`config.mk`:
```
export PLATFORM = sky130hd
export DESIGN_NAME = sio_irq_agg
export DESIGN_NICKNAME = d
export VERILOG_FILES = /design/src/rtl/sio_irq_pkg.sv /design/src/rtl/irq_status_lane.sv /design/src/rtl/irq_mask_reg.sv /design/src/rtl/irq_rd_mux.sv /design/src/rtl/sio_irq_agg.sv
export SDC_FILE = /design/constraint.sdc
export NUM_CORES = 1
export LEC_CHECK = 0
export CAP_MARGIN = 20
export CELL_PAD_IN_SITES_DETAIL_PLACEMENT = 0
export CELL_PAD_IN_SITES_GLOBAL_PLACEMENT = 2
export CORE_ASPECT_RATIO = 1.75
export CORE_MARGIN = 5
export CORE_UTILIZATION = 28
export DETAILED_ROUTE_END_ITERATION = 10
export PLACE_DENSITY = 0.83
export SKIP_LAST_GASP = 1
export SYNTH_ARGS = -nofsm -noshare
export SYNTH_HDL_FRONTEND = slang
export SYNTH_HIERARCHICAL = 1
export SYNTH_SLANG_ARGS = --single-unit
```
`constraint.sdc`:
```
create_clock -name clk -period 1.5 [get_ports clk]
set_clock_uncertainty 0.2 [all_clocks]
set_input_delay 0.225 -clock clk [delete_from_list [all_inputs] [get_ports clk]]
set_output_delay 0.225 -clock clk [all_outputs]
set_load 0.01 [all_outputs]
```
`src/rtl/sio_irq_pkg.sv`:
```
// Package: shared constants for the serial interrupt aggregator.
// Assumes: each channel lane is 8 bits and the register map has four addresses.
package sio_irq_pkg;

    localparam int LANE_BITS = 8;

    // Position of each event inside a channel lane (LSB first).
    typedef enum int {
        EV_TX_EMPTY = 0,
        EV_RX_FULL  = 1,
        EV_RX_HIGH  = 2,
        EV_RX_TMO   = 3,
        EV_DCD_CHG  = 4,
        EV_CTS_CHG  = 5,
        EV_PASS     = 6,
        EV_TX_DONE  = 7
    } lane_evt_e;

    // Register map addresses.
    localparam logic [1:0] ADR_RAW    = 2'd0;
    localparam logic [1:0] ADR_EN_SET = 2'd1;
    localparam logic [1:0] ADR_EN_CLR = 2'd2;
    localparam logic [1:0] ADR_PEND   = 2'd3;

endpackage

```
`src/rtl/irq_status_lane.sv`:
```
// Module: one channel lane of sticky raw status bits.
// Does:   sets a bit on an event strobe and clears it on a write-one acknowledge.
//         A strobe wins over an acknowledge of the same bit.
// Assumes: ack_i is already qualified by the bus write strobe and address decode.
module irq_status_lane #(
    parameter int W = 8
) (
    input  logic         clk,
    input  logic         rst_n,
    input  logic [W-1:0] evt_i,
    input  logic [W-1:0] ack_i,
    output logic [W-1:0] raw_o
);

    logic [W-1:0] raw_q;

    // Sticky status update: acknowledge first, then OR in new events.
    always_ff @(posedge clk) begin
        if (!rst_n) begin
            raw_q <= '0;
        end else begin
            raw_q <= (raw_q & ~ack_i) | evt_i;
        end
    end

    assign raw_o = raw_q;

endmodule

```
`src/rtl/irq_mask_reg.sv`:
```
// Module: enable mask changed only through set and clear vectors.
// Does:   bits written 1 on set_i become enabled, bits written 1 on clr_i become
//         disabled, and zero bits leave the mask alone.
// Assumes: set_i and clr_i come from different addresses, so they never overlap.
module irq_mask_reg #(
    parameter int W = 32
) (
    input  logic         clk,
    input  logic         rst_n,
    input  logic [W-1:0] set_i,
    input  logic [W-1:0] clr_i,
    output logic [W-1:0] mask_o
);

    logic [W-1:0] mask_q;

    // Mask update from the set and clear vectors.
    always_ff @(posedge clk) begin
        if (!rst_n) begin
            mask_q <= '0;
        end else begin
            mask_q <= (mask_q & ~clr_i) | set_i;
        end
    end

    assign mask_o = mask_q;

endmodule

```
`src/rtl/irq_rd_mux.sv`:
```
// Module: read data select and pending reduction.
// Does:   picks raw status, mask or the masked status for the read address, and
//         reduces the masked status into the interrupt line.
// Assumes: the read is combinational; the caller registers it if timing needs it.
module irq_rd_mux
    import sio_irq_pkg::*;
#(
    parameter int W = 32
) (
    input  logic [1:0]   addr_i,
    input  logic [W-1:0] raw_i,
    input  logic [W-1:0] mask_i,
    output logic [W-1:0] rdata_o,
    output logic         pend_o
);

    logic [W-1:0] pend_vec;

    // Masked status and its OR reduction.
    always_comb begin
        pend_vec = raw_i & mask_i;
        pend_o   = |pend_vec;
    end

    // Read data select by address.
    always_comb begin
        unique case (addr_i)
            ADR_RAW:    rdata_o = raw_i;
            ADR_EN_SET: rdata_o = mask_i;
            ADR_EN_CLR: rdata_o = mask_i;
            default:    rdata_o = pend_vec;
        endcase
    end

endmodule

```
`src/rtl/sio_irq_agg.sv`:
```
// Module: interrupt aggregator for several serial channels (top).
// Does:   holds per-channel sticky status lanes and a set/clear enable mask,
//         decodes bus writes into acknowledge/set/clear vectors, and drives a
//         combined interrupt from status AND mask.
// Assumes: one bus operation per cycle; event strobes are synchronous to clk.
module sio_irq_agg
    import sio_irq_pkg::*;
#(
    parameter int NUM_PORTS = 4,
    parameter int LANE_W    = LANE_BITS,
    localparam int DATA_W   = NUM_PORTS * LANE_W
) (
    input  logic              clk,
    input  logic              rst_n,
    input  logic              reg_wr,
    input  logic [1:0]        reg_addr,
    input  logic [DATA_W-1:0] reg_wdata,
    output logic [DATA_W-1:0] reg_rdata,
    input  logic [DATA_W-1:0] port_evt,
    output logic              irq_o
);

    logic [DATA_W-1:0] ack_vec;
    logic [DATA_W-1:0] set_vec;
    logic [DATA_W-1:0] clr_vec;
    logic [DATA_W-1:0] raw_q;
    logic [DATA_W-1:0] mask_q;

    // Write decode: each address turns the write data into one action vector.
    always_comb begin
        ack_vec = '0;
        set_vec = '0;
        clr_vec = '0;
        if (reg_wr) begin
            unique case (reg_addr)
                ADR_RAW:    ack_vec = reg_wdata;
                ADR_EN_SET: set_vec = reg_wdata;
                ADR_EN_CLR: clr_vec = reg_wdata;
                default:    ;
            endcase
        end
    end

    // One sticky status lane per channel.
    for (genvar p = 0; p < NUM_PORTS; p++) begin : g_lane
        irq_status_lane #(
            .W (LANE_W)
        ) u_lane (
            .clk   (clk),
            .rst_n (rst_n),
            .evt_i (port_evt[p*LANE_W +: LANE_W]),
            .ack_i (ack_vec[p*LANE_W +: LANE_W]),
            .raw_o (raw_q[p*LANE_W +: LANE_W])
        );
    end

    irq_mask_reg #(
        .W (DATA_W)
    ) u_mask (
        .clk    (clk),
        .rst_n  (rst_n),
        .set_i  (set_vec),
        .clr_i  (clr_vec),
        .mask_o (mask_q)
    );

    irq_rd_mux #(
        .W (DATA_W)
    ) u_rd (
        .addr_i  (reg_addr),
        .raw_i   (raw_q),
        .mask_i  (mask_q),
        .rdata_o (reg_rdata),
        .pend_o  (irq_o)
    );

endmodule

```
==> out/qor.yml <==
clock_tree:
  clk_pin_slew_worst_paths_ps: 60
  cts_inserted_buffers: 9
  cts_tree: "yes"
  clk_latency_ps: 330
  htreeDepth: 3
  cts_sinks: 64
  root_buffer: "clkbuf_16"
  clockBufferDepth: 2
worst_setup_path:
  crit_chain: "nand2_1, and4_1, nand4_1, or4_4, buf_6"
  worstSetupPathType: "flop to output port"
  rrSetupSlack_ps: 370
  path_max_fanout: 2
  cp_slowest_cell: "or4_4"
  cp-start-kind: "flop"
  worstPathRequired_ps: 1070
  cp.arrival_ps: 1830
  critPathLaunch: "u_mask/mask_o[31]"
  worstSetupEndpointType: "output port"
  reg2reg_from: "g_lane[3].u_lane/raw_o[7]"
  reg2regPathDepth: 4
  r2r_end: "g_lane[3].u_lane/raw_o[7]"
  slowest_delay_ps: 580
synth:
  synthArstFlopShare: 0
  synth_edf_count: 0
  synth_seq_area_share: 0.2860
  synth_nets: 523
  synth_common_cells: "and4b_1, dfxtp_1, o21a_1, nand2_1"
  netlist_instances: 452
  ys_ff_latch: 64
  synth.avg_cell_area_um2: 9.913
  synthFlopType: "dfxtp_1"
  yosysWarnings: 6
  yosysUniqueCellTypes: 27
  syn_area_um2: 4481
  yosys.area.top_type_share: 0.2860
  yosys-top-cells-area: "dfxtp_1, and4b_1, o21a_1"
  synth_area_leader_cell: "dfxtp_1"
sta:
  setup_slack_ps: -756.7
  fmax_ghz: 0.4431
  fin_crit_sh: 1.504
  rsz0062_at_grt: "true"
  slew_violations: 0
  setup_viol: 33
  worst_pin_slew_ps: 540.6
  maxSlewHeadroom: 0.6396
  finalHoldViolations: 0
  period_needed_ps: 2257
final_layout:
  area_growth_pct: 63.56
  layout-drive-gt1-share: 0.4605
  final_cells: 835
  final.fill_count: 1482
  final_nets: 711
  final_util: 0.4638
detailed_routing:
  wl_per_cell_um: 18.75
  first_pass_iters: 4
  drt-initial-drc-count: 117
  drc: 0
  avgViaCountPerCell: 5.225
  ant_nets: 0
  via_count: 4363
  wl_mm: 15.66
global_routing:
  grt_pass1_wl_mm: 23.87
  antenna_found_initial: 1
  grt_pass1_vias: 4574
  grt_max_degree: 89
  grt_usage: 0.1614
  grt-ovfl-total: 0
die:
  num_io_pins: 102
  die_y_um: 177.3
  fp.dieW_um: 105.6
  core_area_um2: 15800
  rows: 61
  start_util: 0.2836
  die-area_um2: 18730
placed_design:
  port_buffers: 101
  dp_cells: 783
  preCtsSetupSlack_ps: -825.6
  place.detailed.hpwl_mm: 9.771
  place.gp.congestion: 0.8610
worst_hold_path:
  worstHoldStart: "rst_n"
  holdPathStages: 3
  min_path_type: "primary input to flop"
  hold_end: "g_lane[0].u_lane/raw_o[7]"
power:
  total_power_mw: 5.780
  peakVddDrop_uv: 540.5
  power_density_nw_per_um2: 788.7
  leakage_nw: 3.228
status:
  violations: "negative setup slack"
  outcome: "complete, but fails checks"
run:
  max_cap_violations: 0
timing repair:
action | CTS | global route
gates cloned | 1 | 3
pin swaps | 36 | 24
endpoints found under the setup margin | 33 | 53
resized for setup | 236 | 57
hold buffers | 0 | 0
setup buffers | 20 | 19
state kept, by name, indices dropped and copies added (netlist names):
| name | count |
|---|---|
| g_lane.u_lane/raw_o | 32 |
| u_mask/mask_o | 32 |
cell type report:
cell class,instances,area (µm²),share of cell area
sequential,64,1309,0.1786
clock inverter,6,82.58,0.01127
clock buffer,10,239.0,0.03261
antenna,1,2.502,0.0003415
tap,189,236.5,0.03227
inverter,3,26.28,0.003585
multi-input combinational,335,3242,0.4424
timing repair buffer,227,2191,0.2990
cell families (layout without fill, tap and decap cells):
family          after synthesis  in the layout  share of synthesized area
fa+ha+maj                     2              2                   0.005584
other cells                   0              1                          0
buf+inv                      53            246                    0.07847
simple gates                205            205                     0.4228
mux                           1              1                   0.002513
flops                        64             64                     0.2860
compound gates              127            127                     0.2047
metal layers:
metal	routed length, µm	track usage	share of wire
met2	8641	0.2947	0.55
met5	0	0	0
met4	656	0.09130	0.042
met3	506	0.02949	0.032
met1	5856	0.1726	0.37
power by group:
group          leakage (nW)  internal, mW  switching [mW]
combinational          2.54         0.947           0.680
sequential            0.534          1.80          0.0591
clock                 0.158          1.49           0.801
total                  3.23          4.24            1.54
layout by cell type (no fill, tap or decap), types with 12 or more instances in the layout:
cell type        instances
and4bb_1                20
nand2_1                 28
clkbuf_16               12
nor2b_4                 32
a21oi_1                 22
clkdlybuf4s50_1         64
buf_6                   43
a221oi_2                21
buf_2                   32
nor2b_1                 32
buf_4                   69
buf_12                  12
dfxtp_2                 22
and4b_1                 64
o21a_1                  64
dfxtp_1                 42
worst max path at each step:
stage | endpoint | depth (start not counted)
6_report | irq_o | 5
5_1_grt | irq_o | 5
4_1_cts | irq_o | 5
3_5_place_dp | reg_rdata[24] | 7
3_3_place_gp | reg_rdata[31] | 7
2_1_floorplan | irq_o | 4
worst max-delay path, delay by kind of cell, from the launching register on:
kind / cells / cell delay [ps]
flops: 1 / 320
simple gates: 4 / 1040
buf+inv: 1 / 140
through the flow:
step / instance area (µm²) / TNS, ps / hold slack [ps]
4_1_cts: 6887 / -8808 / 181.7
6_report: 7328 / -11170 / 196.0
3_5_place_dp: 6132 / -42030 / 396.7
2_1_floorplan: 4513 / -89.96 / 142.5
5_1_grt: 7328 / -12580 / 189.8
3_3_place_gp: 6132 / -35760 / 387.9
Note: power is estimated with default switching activity, not from simulation.
